`config.mk`:
```
export PLATFORM = sky130hd
export DESIGN_NAME = out_ep_ctrl
export DESIGN_NICKNAME = d
export VERILOG_FILES = /design/src/rtl/out_ep_pkg.sv /design/src/rtl/out_ep_slots.sv /design/src/rtl/out_ep_ctrl_fsm.sv /design/src/rtl/out_ep_ctrl.sv
export SDC_FILE = /design/constraint.sdc
export NUM_CORES = 1
export LEC_CHECK = 0
export BUFFER_PORTS_ARGS = -buffer_cell sky130_fd_sc_hd__clkbuf_2
export CORE_ASPECT_RATIO = 0.9
export CORE_MARGIN = 1.5
export CORE_UTILIZATION = 59
export DETAILED_ROUTE_END_ITERATION = 10
export PLACE_DENSITY = 0.86
export SYNTH_ARGS = -nofsm -noshare
export SYNTH_HDL_FRONTEND = slang
export SYNTH_SLANG_ARGS = --single-unit
```
`constraint.sdc`:
```
create_clock -name clk -period 9.2 [get_ports clk]
set_input_delay 1.38 -clock clk [delete_from_list [all_inputs] [get_ports clk]]
set_output_delay 1.38 -clock clk [all_outputs]
set_load 0.005 [all_outputs]
```
`src/rtl/out_ep_pkg.sv`:
```
package out_ep_pkg;

  typedef enum logic [1:0] {
    HS_ACK   = 2'd0,
    HS_NAK   = 2'd1,
    HS_STALL = 2'd2
  } hsKind_e;

  // strobes from control to the slot datapath
  typedef struct packed {
    logic store;     // write the arriving packet into the tail slot
    logic storeErr;  // error flag to keep with it
    logic pop;       // release the head slot
    logic readByte;  // advance the read offset
  } ctrlStrobes_t;

endpackage

```
`src/rtl/out_ep_slots.sv`:
```
module out_ep_slots
  import out_ep_pkg::*;
#(
  parameter int NUM_SLOTS = 2,
  parameter int LEN_W     = 11
) (
  input  logic             clk,
  input  logic             rstN,
  input  ctrlStrobes_t     strb,
  input  logic [LEN_W-1:0] rxLen,
  input  logic             cfgDouble,
  output logic             pktReady,
  output logic             fifoFull,
  output logic             headErr,
  output logic [LEN_W-1:0] headLen,
  output logic [LEN_W-1:0] rdOffset
);
  localparam int PTR_W = (NUM_SLOTS > 1) ? $clog2(NUM_SLOTS) : 1;
  localparam int CNT_W = $clog2(NUM_SLOTS + 1);

  logic [PTR_W-1:0]             headPtr, tailPtr;
  logic [CNT_W-1:0]             used;
  logic [CNT_W-1:0]             capacity;
  logic [NUM_SLOTS-1:0][LEN_W-1:0] lenQ;
  logic [NUM_SLOTS-1:0]         errQ;
  logic [NUM_SLOTS-1:0]         slotHit;

  function automatic logic [PTR_W-1:0] advance(input logic [PTR_W-1:0] p);
    return (p == PTR_W'(NUM_SLOTS - 1)) ? '0 : p + 1'b1;
  endfunction

  genvar gi;
  generate
    for (gi = 0; gi < NUM_SLOTS; gi++) begin : gSlot
      assign slotHit[gi] = strb.store && (tailPtr == PTR_W'(gi));
    end
  endgenerate

  assign capacity = cfgDouble ? CNT_W'(NUM_SLOTS) : CNT_W'(1);
  assign pktReady = (used != '0);
  assign fifoFull = (used >= capacity);
  assign headLen  = lenQ[headPtr];
  assign headErr  = errQ[headPtr];

  always_ff @(posedge clk) begin
    if (!rstN) begin
      headPtr  <= '0;
      tailPtr  <= '0;
      used     <= '0;
      rdOffset <= '0;
      lenQ     <= '0;
      errQ     <= '0;
    end else begin
      if (strb.store) tailPtr <= advance(tailPtr);
      if (strb.pop)   headPtr <= advance(headPtr);
      used <= used + CNT_W'(strb.store) - CNT_W'(strb.pop);
      if (strb.pop)           rdOffset <= '0;
      else if (strb.readByte) rdOffset <= rdOffset + 1'b1;
      for (int i = 0; i < NUM_SLOTS; i++) begin
        if (slotHit[i]) begin
          lenQ[i] <= rxLen;
          errQ[i] <= strb.storeErr;
        end
      end
    end
  end

endmodule

```
`src/rtl/out_ep_ctrl_fsm.sv`:
```
module out_ep_ctrl_fsm
  import out_ep_pkg::*;
#(
  parameter int LEN_W = 11,
  parameter int MAX_W = 8
) (
  input  logic             clk,
  input  logic             rstN,
  input  logic             cfgIso,
  input  logic             cfgAutoClear,
  input  logic [MAX_W-1:0] cfgMaxUnits,
  input  logic             cmdSendStall,
  input  logic             rxValid,
  input  logic             rxErr,
  input  logic             rxToggle,
  input  logic             fwRead,
  input  logic             fwClear,
  input  logic             fwFlush,
  input  logic             cmdClrStallSent,
  input  logic             cmdClrOverrun,
  input  logic             cmdClrToggle,
  input  logic             pktReady,
  input  logic             fifoFull,
  input  logic [LEN_W-1:0] headLen,
  input  logic [LEN_W-1:0] rdOffset,
  output ctrlStrobes_t     strb,
  output logic             hsValid,
  output logic [1:0]       hsCode,
  output logic             overrun,
  output logic             stallSent,
  output logic             irq
);
  localparam int UNIT_SHIFT = 3;

  logic [LEN_W-1:0] maxBytes;
  logic             expToggle;
  logic             flip, hsFire, setOver, sendStall, lastByte, autoDone;
  hsKind_e          hsNext;

  assign maxBytes = LEN_W'({cfgMaxUnits, UNIT_SHIFT'(0)});

  always_comb begin
    strb      = '0;
    hsNext    = HS_ACK;
    hsFire    = 1'b0;
    setOver   = 1'b0;
    sendStall = 1'b0;
    flip      = 1'b0;

    strb.readByte = fwRead && pktReady && (rdOffset < headLen);
    lastByte      = strb.readByte && (rdOffset == headLen - 1'b1);
    autoDone      = cfgAutoClear && lastByte && (headLen == maxBytes);
    strb.pop      = pktReady && (fwClear || fwFlush || autoDone);
    strb.storeErr = rxErr;

    if (rxValid) begin
      if (cfgIso) begin
        if (fifoFull) setOver = 1'b1;
        else          strb.store = 1'b1;
      end else if (cmdSendStall) begin
        hsFire    = 1'b1;
        hsNext    = HS_STALL;
        sendStall = 1'b1;
      end else if (!rxErr) begin
        hsFire = 1'b1;
        if (fifoFull) begin
          hsNext = HS_NAK;
        end else if (rxToggle == expToggle) begin
          strb.store = 1'b1;
          flip       = 1'b1;
        end
      end
    end
  end

  always_ff @(posedge clk) begin
    if (!rstN) begin
      expToggle <= 1'b0;
      overrun   <= 1'b0;
      stallSent <= 1'b0;
      hsValid   <= 1'b0;
      hsCode    <= HS_ACK;
      irq       <= 1'b0;
    end else begin
      if (cmdClrToggle) expToggle <= 1'b0;
      else if (flip)    expToggle <= ~expToggle;
      if (setOver)            overrun <= 1'b1;
      else if (cmdClrOverrun) overrun <= 1'b0;
      if (sendStall)            stallSent <= 1'b1;
      else if (cmdClrStallSent) stallSent <= 1'b0;
      hsValid <= hsFire;
      hsCode  <= hsNext;
      irq     <= strb.store || sendStall;
    end
  end

endmodule

```
`src/rtl/out_ep_ctrl.sv`:
```
module out_ep_ctrl
  import out_ep_pkg::*;
#(
  parameter int NUM_SLOTS = 2,
  parameter int LEN_W     = 11,
  parameter int MAX_W     = 8
) (
  input  logic             clk,
  input  logic             rstN,
  input  logic             cfgIso,
  input  logic             cfgDouble,
  input  logic             cfgAutoClear,
  input  logic [MAX_W-1:0] cfgMaxUnits,
  input  logic             cmdSendStall,
  input  logic             rxValid,
  input  logic [LEN_W-1:0] rxLen,
  input  logic             rxErr,
  input  logic             rxToggle,
  output logic             hsValid,
  output logic [1:0]       hsCode,
  input  logic             fwRead,
  input  logic             fwClear,
  input  logic             fwFlush,
  input  logic             cmdClrStallSent,
  input  logic             cmdClrOverrun,
  input  logic             cmdClrToggle,
  output logic             pktReady,
  output logic             fifoFull,
  output logic             overrun,
  output logic             dataError,
  output logic             stallSent,
  output logic [LEN_W-1:0] byteCnt,
  output logic [LEN_W-1:0] rdOffset,
  output logic             irq
);
  ctrlStrobes_t strb;
  logic         headErr;

  out_ep_ctrl_fsm #(.LEN_W(LEN_W), .MAX_W(MAX_W)) uCtrl (
    .clk(clk), .rstN(rstN), .cfgIso(cfgIso), .cfgAutoClear(cfgAutoClear),
    .cfgMaxUnits(cfgMaxUnits), .cmdSendStall(cmdSendStall),
    .rxValid(rxValid), .rxErr(rxErr), .rxToggle(rxToggle),
    .fwRead(fwRead), .fwClear(fwClear), .fwFlush(fwFlush),
    .cmdClrStallSent(cmdClrStallSent), .cmdClrOverrun(cmdClrOverrun),
    .cmdClrToggle(cmdClrToggle), .pktReady(pktReady), .fifoFull(fifoFull),
    .headLen(byteCnt), .rdOffset(rdOffset), .strb(strb),
    .hsValid(hsValid), .hsCode(hsCode), .overrun(overrun),
    .stallSent(stallSent), .irq(irq)
  );

  out_ep_slots #(.NUM_SLOTS(NUM_SLOTS), .LEN_W(LEN_W)) uSlots (
    .clk(clk), .rstN(rstN), .strb(strb), .rxLen(rxLen), .cfgDouble(cfgDouble),
    .pktReady(pktReady), .fifoFull(fifoFull), .headErr(headErr),
    .headLen(byteCnt), .rdOffset(rdOffset)
  );

  assign dataError = pktReady && headErr;

endmodule

```
==> results of run 1 <==
-- worst max path at each step --
stage                                 to           start
after floorplan           uSlots.used[1]  uSlots.headPtr
after global placement    uSlots.used[1]  uSlots.headPtr
after detailed placement  uSlots.used[1]  uSlots.headPtr
after CTS                 uSlots.used[1]  uSlots.headPtr
after global routing      uSlots.used[1]  uSlots.headPtr
final                     uSlots.used[1]  uSlots.headPtr
-- registers in the layout, summed over array words and instances (netlist names) --
signal           count
uSlots.lenQ         22
uCtrl.expToggle      1
uCtrl.stallSent      1
uSlots.used          2
uCtrl.hsValid        1
uSlots.tailPtr       1
uCtrl.hsCode         2
uSlots.headPtr       1
uSlots.rdOffset     11
uCtrl.irq            1
uSlots.errQ          2
uCtrl.overrun        1
-- final cells by class --
type,count,area (sq um)
multi-input cells,242,1900
fillers,393,1430
flip-flops and latches,46,921
repair buffers,67,343
well taps,65,81.3
inverters,20,75.1
clock buffers,5,68.8
clock inverters,3,43.8
-- worst max-delay path, cell delays in order (launching register included) --
cell	delay, ps
dfxtp_1	320
buf_4	350
mux2i_1	500
ha_1	330
and4_1	190
a2111oi_0	790
and3_1	280
nand2_1	100
nor4_2	270
buf_4	240
or2_1	120
ha_1	230
inv_1	60
ha_1	150
xnor2_1	140
xnor2_1	80
and2_1	150
-- per-layer routing --
layer | part of all wire (%) | vias up | global-route usage [%]
li1 | - | 1252 | -
met1 | 43 | 1229 | 30.8
met2 | 48 | 98 | 45.0
met3 | 7.1 | 16 | 6.32
met4 | 2.3 | 0 | 11.3
met5 | 0 | - | 0
-- cell usage in the layout (no fill, tap or decap), types with 4 or more instances in the layout --
| master | synthesis | routed |
|---|---|---|
| a21oi_1 | 5 | 5 |
| clkbuf_2 | 0 | 64 |
| clkbuf_8 | 0 | 5 |
| dfxtp_1 | 46 | 46 |
| ha_1 | 17 | 17 |
| inv_1 | 20 | 20 |
| mux2i_1 | 30 | 30 |
| mux2i_4 | 4 | 4 |
| nand2_1 | 13 | 13 |
| nand3_1 | 8 | 8 |
| nand4_1 | 6 | 6 |
| nor2_1 | 14 | 14 |
| nor2b_1 | 29 | 29 |
| nor3_1 | 11 | 11 |
| nor3b_1 | 8 | 8 |
| nor4_1 | 5 | 5 |
| nor4b_1 | 13 | 13 |
| o21ai_0 | 8 | 8 |
| xnor2_1 | 27 | 27 |
| xor2_1 | 9 | 9 |
-- per-stage QoR --
step | power, mW | cells | setup WS, ps | area [sq um]
after floorplan | 0.468 | 325 | 5200 | 3000
after global placement | 0.511 | 440 | 5120 | 3320
after detailed placement | 0.521 | 440 | 4890 | 3320
after CTS | 0.678 | 448 | 4870 | 3430
after global routing | 0.718 | 448 | 4530 | 3430
final | 0.679 | 448 | 4780 | 3430
-- cells by family (layout without fill, tap and decap cells) --
| logic type | count (synthesis) | in the layout | synth area share (%) |
|---|---|---|---|
| and+or+nand+nor | 120 | 120 | 24.1 |
| DFF | 46 | 46 | 30.7 |
| xor gates and xnor gates | 37 | 37 | 11.1 |
| buffers and inverters | 37 | 95 | 5.89 |
| muxes | 36 | 36 | 14.0 |
| AOI/OAI and AO/OA | 32 | 32 | 7.19 |
| adders and majority gates | 17 | 17 | 7.10 |
-- power by group --
part	internal, mW	switching (mW)
clock	0.0815	0.0758
combinational	0.126	0.167
sequential	0.215	0.0135
total	0.423	0.256
==> reports/results.txt, run 1 <==
outcome: complete, no violations
post-layout net count: 433
worst hold margin: 473 ps
Worst Hold Path Cells: 2
routed vias: 2,595
number of synthesized flops with an enable pin: 0
routed wirelength normalized by instance count: 15.5 microns
row cnt: 24
instance count of the mapped netlist: 325
most common cell in the synthesized netlist: dfxtp_1
CP Capture Type: flop
number of CTS-inserted buffers: 5
first-pass GRT wire length: 11,300 microns
final clock period utilization by the worst path: 48.0%
CTS tree: yes
maximum clock path buffer count: 2
Die Width: 78.1 microns
Hold WC Path Type: flop to flop
cts hold-fix bufs: 0
wirelength, routed: 6940 microns
total number of yosys warnings: 0
ys flop type: dfxtp_1
end-of-flow core utilization: 70.5%
maximum resistive drop on vdd: 0.133 mV
area of the core: 4860 sq um
Avg Cell Area, Syn: 9.22 sq um
Boundary Pins: 65
depth of the worst register-to-register path: 16
end of the worst register-to-register path: uSlots.used[1]
area overhead of the layout relative to synthesis: 14.5%
CTS sink count: 46
Avg Vias per Cell: 5.79
largest net degree at the start of global routing: 46
fmax: 226 MHz
net count of the mapped netlist: 376
die outline height: 70.6 microns
remaining max-slew budget at the tightest pin: 38.0%
cell taking the most area after synthesis: dfxtp_1
htree depth: 2
Post-Route Skew: 6.65 ps
Critical Path RT: 9410 ps
pin slew with the least headroom to its limit: 927 ps
Final Hold Vio Count: 0
vias in the first global route: 2,477
commonest cells in the synthesized netlist: dfxtp_1 (46), mux2i_1 (30), nor2b_1 (29)
global-route usage over all layers: 26.0%
leakage dissipation: 1.50 nW
Cell variety after synth: 44
CP Max Fanout: 26
detailed-route DRC error count: 0
share of post-route cells with drive strength above 1: 21.9%
setup repair after global routing missed its margin: no
count of state elements after synthesis: 46
half-perimeter wire length of the detailed placement result: 5200 microns
Root Driver: clkbuf_8
biggest area contributors in the synthesized netlist: dfxtp_1 (31%), mux2i_1 (10%), xnor2_1 (7.9%)
clock period minus final worst setup slack: 4420 ps
First-pass DRT Iterations: 4
Endpoint, Worst Hold: uSlots.errQ[1]
hold_sp: uSlots.errQ[1]
reg-to-reg setup timing slack: 4780 ps
initial antenna violation count: 0
die area: 5510 sq um
Setup CP Type: flop to flop
count of instances resized after the clock tree is built: 0
Setup TNS: 0 ps
fraction of registers with async set/reset: 0%
Reg-to-Reg Start: uSlots.headPtr
Mapped Area: 3000 sq um
total congestion overflow: 0
final setup fails: 0
number of max-cap violations: 0
final estimated routing congestion in global placement: 0.868
portion of synthesized cell area occupied by the leading cell type: 30.7%
number of buffers inserted to repair setup after CTS: 0
clock slew at reported path FFs: 90 ps
DRC marker count from the first detailed-route iteration: 203
diode count: 0
post-synthesis sequential area ratio: 30.7%
number of buffer cells added on primary ports: 64
initial cell density of the core: 61.6%
source-to-sink clock delay at the later pin of the worst-skew pair: 310 ps
power per cell area: 198 nW/um^2
Critical Path Source Type: flop
arrival time at the worst endpoint: 4620 ps
pins over their slew limit: 0
remaining antenna violation count: 0
Note: power is estimated with default switching activity, not from simulation.
==> run 2: changes to the inputs <==
--- a/config.mk
+++ b/config.mk
@@ -8,9 +8,9 @@
 export BUFFER_PORTS_ARGS = -buffer_cell sky130_fd_sc_hd__clkbuf_2
 export CORE_ASPECT_RATIO = 0.9
 export CORE_MARGIN = 1.5
-export CORE_UTILIZATION = 59
+export CORE_UTILIZATION = 50
 export DETAILED_ROUTE_END_ITERATION = 10
-export PLACE_DENSITY = 0.86
+export PLACE_DENSITY = 0.77
 export SYNTH_ARGS = -nofsm -noshare
 export SYNTH_HDL_FRONTEND = slang
 export SYNTH_SLANG_ARGS = --single-unit
==> constraint.sdc (replaced) <==
create_clock -name clk -period 3.9 [get_ports clk]
set_input_delay 0.585 -clock clk [delete_from_list [all_inputs] [get_ports clk]]
set_output_delay 0.585 -clock clk [all_outputs]
set_load 0.005 [all_outputs]
==> run 2 against run 1 <==
Compared with the run above: combinational power increased by 150%; die area up 17%; core utilization shrank 9.2 points; global-route usage decreased by 3.6 points; via count fell by 3.4%; design area rose by 2.3%; clock power increased by 87%; register-to-register slack worse by 4600 ps; non-clock buffer count up 10; sequential power up 140%; worst hold slack got worse by 47 ps; setup slack worse by 4600 ps; largest cell class unchanged; largest power group unchanged.
==> reports/results.txt, run 2 (synthesis results as in run 1) <==
final clock period utilization by the worst path: 94.2%
Critical Path Source Type: flop
share of post-route cells with drive strength above 1: 24.7%
initial antenna violation count: 0
final setup fails: 0
CTS sink count: 46
area of the core: 5730 sq um
Reg area: 922 sq um
Post-Route Skew: 7.23 ps
DRC marker count from the first detailed-route iteration: 113
Final Hold Vio Count: 0
worst hold margin: 426 ps
pin slew with the least headroom to its limit: 738 ps
Critical Path RT: 4100 ps
final estimated routing congestion in global placement: 0.861
vias in the first global route: 2,528
commonest non-fill, non-tap cells in the layout: clkbuf_2 (64), dfxtp_1 (45), nor2b_1 (29)
Boundary Pins: 65
row cnt: 26
outcome: complete, no violations
Root Driver: clkbuf_8
family with the most delay on the worst path: simple AND/OR/NAND/NOR gates
Die Width: 84.6 microns
CTS tree: yes
die outline height: 76.4 microns
maximum resistive drop on vdd: 0.271 mV
first-pass GRT wire length: 11,900 microns
detailed-route DRC error count: 0
number of CTS-inserted buffers: 5
end-of-flow core utilization: 61.3%
cell at the slowest stage of the critical path: a2111oi_0
CP Capture Type: flop
maximum clock path buffer count: 2
global-route usage over all layers: 22.4%
cell mode on critical path: ha_1
max FFs per register: 22
leakage dissipation: 1.54 nW
clock period minus final worst setup slack: 3670 ps
wirelength, routed: 6840 microns
Bufs and invs on worst path: 2
Avg Vias per Cell: 5.41
most flop-heavy register: uSlots.lenQ
commonest non-fill, non-tap cell in the layout: clkbuf_2
total congestion overflow: 0
die area: 6460 sq um
Hold WC Path Type: input port to flop
CP Max Fanout: 19
pins over their slew limit: 0
diode count: 0
number of buffer cells added on primary ports: 64
routed vias: 2,507
fillers: 527
remaining antenna violation count: 0
power per cell area: 445 nW/um^2
source-to-sink clock delay at the later pin of the worst-skew pair: 300 ps
multi-input combinational cell area: 1920 sq um
number of buffers inserted to repair setup after CTS: 0
fmax: 272 MHz
remaining max-slew budget at the tightest pin: 50.8%
routed wirelength normalized by instance count: 14.8 microns
slowest stage delay, CP: 490 ps
cell-by-cell listing of the critical path: buf_4 -> mux2i_4 -> ha_1 -> and4_1 -> a2111oi_0 -> and3_1 -> nand2_1 -> nor4_4 -> or2_1 -> ha_1 -> inv_1 -> ha_1 -> xnor2_1 -> xnor2_1 -> and2_1
area overhead of the layout relative to synthesis: 17.2%
arrival time at the worst endpoint: 3880 ps
Setup CP Type: flop to flop
Top Registers: uSlots.lenQ x22, uSlots.rdOffset x11
htree depth: 2
post-layout net count: 443
initial cell density of the core: 52.3%
clock slew at reported path FFs: 90 ps
largest net degree at the start of global routing: 46
number of max-cap violations: 0
half-perimeter wire length of the detailed placement result: 5270 microns
First-pass DRT Iterations: 5
setup repair after global routing missed its margin: no
-- run 2: cell count changes in the layout (fill, tap and decap cells not counted) --
cell / delta
buf_4: +10
bufinv_16: -1
clkbuf_1: +1
clkinv_4: +1
dfxtp_1: -1
dfxtp_2: +1
inv_6: -1
mux2i_1: -2
mux2i_2: +2
nor4_2: -1
nor4_4: +1
nor4b_1: -1
nor4b_2: +1
-- run 2: power breakdown --
group / internal, mW / switching [mW]
Sequential: 0.508 / 0.0391
Combinational: 0.326 / 0.394
Clock: 0.127 / 0.167
-- run 2: metal layers --
layer | vias to the layer above | track usage (%) | part of all wire [%]
met3 | 10 | 6.83 | 6.0
met1 | 1147 | 29.1 | 46
met4 | 0 | 5.81 | 1.9
met2 | 75 | 36.2 | 46
met5 | - | 0 | 0
li1 | 1275 | - | -
-- run 2: what timing repair did --
action | 4_1_cts | 5_1_grt
endpoints found under the setup margin | 0 | 1
hold buffers | 0 | 0
endpoints found under the hold margin | 0 | 0
gates resized for setup | 0 | 3
-- run 2: layout make-up --
type | count | area share [%]
inverter | 20 | 2.14
timing repair buffer | 77 | 11.9
clock inverter | 2 | 0.392
tap | 70 | 2.50
clock buffer | 6 | 2.07
sequential | 46 | 26.3
multi-input combinational | 242 | 54.7
-- run 2: metrics by stage --
stage / total power [mW] / setup slack, ps / cell area (sq um) / std cells / setup TNS (ps)
2_1_floorplan: 1.11 / -29.0 / 3010 / 325 / -29.0
3_3_place_gp: 1.25 / 259 / 3410 / 455 / 0
3_5_place_dp: 1.27 / 153 / 3410 / 455 / 0
4_1_cts: 1.56 / 154 / 3500 / 463 / 0
5_1_grt: 1.68 / 41.5 / 3510 / 463 / 0
6_report: 1.56 / 226 / 3510 / 463 / 0
-- run 2: final timing paths --
kind | startpoint | endpoint | slack (ps) | cells after the start
setup / recovery | uSlots.headPtr | uSlots.used[1] | 230 | 15
hold / removal | cmdClrToggle | uCtrl.expToggle | 430 | 2
setup reg to reg | uSlots.headPtr | uSlots.used[1] | 230 | 15
hold reg to reg | uSlots.errQ[1] | uSlots.errQ[1] | 480 | 2
==> run 3: changes to the inputs <==
--- a/config.mk
+++ b/config.mk
@@ -11,6 +11,7 @@
 export CORE_UTILIZATION = 50
 export DETAILED_ROUTE_END_ITERATION = 10
 export PLACE_DENSITY = 0.77
+export REMOVE_ABC_BUFFERS = 1
 export SYNTH_ARGS = -nofsm -noshare
 export SYNTH_HDL_FRONTEND = slang
 export SYNTH_SLANG_ARGS = --single-unit
==> run 3 against run 2 <==
Compared with the run above: sequential share of layout area hardly changed; worst hold slack better by 6.8 ps; maximum frequency is 0.80% lower; power is 1.2% higher; routed wire length is 3.4% higher; flip-flop and latch count stayed put; non-clock buffer count stayed put; final cell count stayed put; critical path depth stayed put; combinational power hardly changed; setup slack worse by 30 ps; design area is 0.21% lower; largest cell class unchanged.
==> reports/results.txt, run 3 (synthesis results as in run 1) <==
routed wirelength normalized by instance count: 15.3 microns
outcome: complete, no violations
first-pass GRT wire length: 11,700 microns
number of CTS-inserted buffers: 5
htree depth: 2
post-layout net count: 443
routed vias: 2,530
Hold WC Path Type: input port to flop
leakage dissipation: 1.54 nW
Setup CP Type: flop to flop
die outline height: 76.4 microns
vias in the first global route: 2,488
most flop-heavy register: uSlots.lenQ
source-to-sink clock delay at the later pin of the worst-skew pair: 310 ps
final setup fails: 0
Worst Slack Setup Final: 196 ps
CP Capture Type: flop
number of max-cap violations: 0
maximum clock path buffer count: 2
Final Hold Vio Count: 0
CP Max Fanout: 5
DRC marker count from the first detailed-route iteration: 129
diode count: 0
final clock period utilization by the worst path: 95.0%
total congestion overflow: 0
reported net switching power: 609 uW
area of the core: 5730 sq um
share of total power in combinational logic: 45.7%
remaining max-slew budget at the tightest pin: 48.8%
Seq pwr share: 34.5%
Placement Setup Slack: 189 ps
clock slew at reported path FFs: 90 ps
share of post-route cells with drive strength above 1: 24.2%
CTS tree: yes
overall power after layout: 1.58 mW
pins over their slew limit: 0
Boundary Pins: 65
part of the total power dissipated in the clock network: 19.8%
internal power of the cells: 971 uW
largest net degree at the start of global routing: 46
Critical Path Source Type: flop
remaining antenna violation count: 0
clock period minus final worst setup slack: 3700 ps
final estimated routing congestion in global placement: 0.842
power per cell area: 451 nW/um^2
global-route usage over all layers: 22.4%
die area: 6460 sq um
Critical Path RT: 4110 ps
area overhead of the layout relative to synthesis: 16.9%
commonest non-fill, non-tap cells in the layout: clkbuf_2 (64), dfxtp_1 (46), mux2i_1 (30)
CTS sink count: 46
Top Registers: uSlots.lenQ x22, uSlots.rdOffset x11
initial antenna violation count: 0
Die Width: 84.6 microns
Switching Share: 38.5%
max FFs per register: 22
initial cell density of the core: 52.3%
number of buffer cells added on primary ports: 64
Post-Route Skew: 10.4 ps
wirelength, routed: 7070 microns
Avg Vias per Cell: 5.46
maximum resistive drop on vdd: 0.220 mV
Root Driver: clkbuf_8
end-of-flow core utilization: 61.2%
half-perimeter wire length of the detailed placement result: 5430 microns
commonest non-fill, non-tap cell in the layout: clkbuf_2
pin slew with the least headroom to its limit: 767 ps
detailed-route DRC error count: 0
fmax: 270 MHz
arrival time at the worst endpoint: 3910 ps
First-pass DRT Iterations: 4
row cnt: 26
-- run 3: area by class of cell --
type,instances,area (sq um)
clock buffers,6,82.6
clock inverters,2,12.5
fillers,508,2220
inverters,20,75.1
multi-input cells,242,1910
flip-flops and latches,46,921
well taps,70,87.6
repair buffers,77,418
-- run 3: power by group through the flow --
stage | clock network, mW | logic, mW | registers, mW
after floorplan | 0 | 0.469 | 0.586
after global placement | 0 | 0.692 | 0.553
after detailed placement | 0 | 0.704 | 0.555
after CTS | 0.319 | 0.709 | 0.544
after global routing | 0.337 | 0.794 | 0.549
final | 0.313 | 0.722 | 0.545
-- run 3: critical path, stage by stage, from the launching register on --
cell	delay, ps
dfxtp_1	420
mux2i_1	270
inv_1	100
ha_1	320
nor4b_2	300
nand4_1	120
or4_1	420
or4_4	450
nor4_2	280
or2_1	150
ha_1	220
inv_1	50
ha_1	150
xnor2_1	130
xnor2_1	70
and2_1	150
-- run 3: path summary, 6_finish.rpt --
kind | from | endpoint | slack [ps] | depth (start not counted)
max | uSlots.headPtr | uSlots.used[1] | 200 | 15
max reg2reg | uSlots.headPtr | uSlots.used[1] | 200 | 15
min | cmdClrToggle | uCtrl.expToggle | 430 | 2
min reg2reg | uSlots.errQ[1] | uSlots.errQ[1] | 490 | 2
-- run 3: timing repair --
action	in CTS	in global routing
resized for setup	0	2
setup endpoints to repair	0	1
hold buffers	0	0
buffers inserted	0	0
-- run 3: metal layers --
layer  track usage, %  share of wire (%)  up-vias
met2             35.9                 46       68
met1             31.3                 48     1184
li1                 -                  -     1274
met3             3.36                5.2        4
met5                0                  0        -
met4             6.13               0.65        0
-- run 3: per-stage QoR --
step,TNS [ps],hold WS (ps),cell area [sq um],instances
after floorplan,-1360,443,2890,308
after global placement,0,467,3400,455
after detailed placement,0,469,3400,455
after CTS,0,429,3490,463
after global routing,-12.5,426,3500,463
final,0,433,3500,463
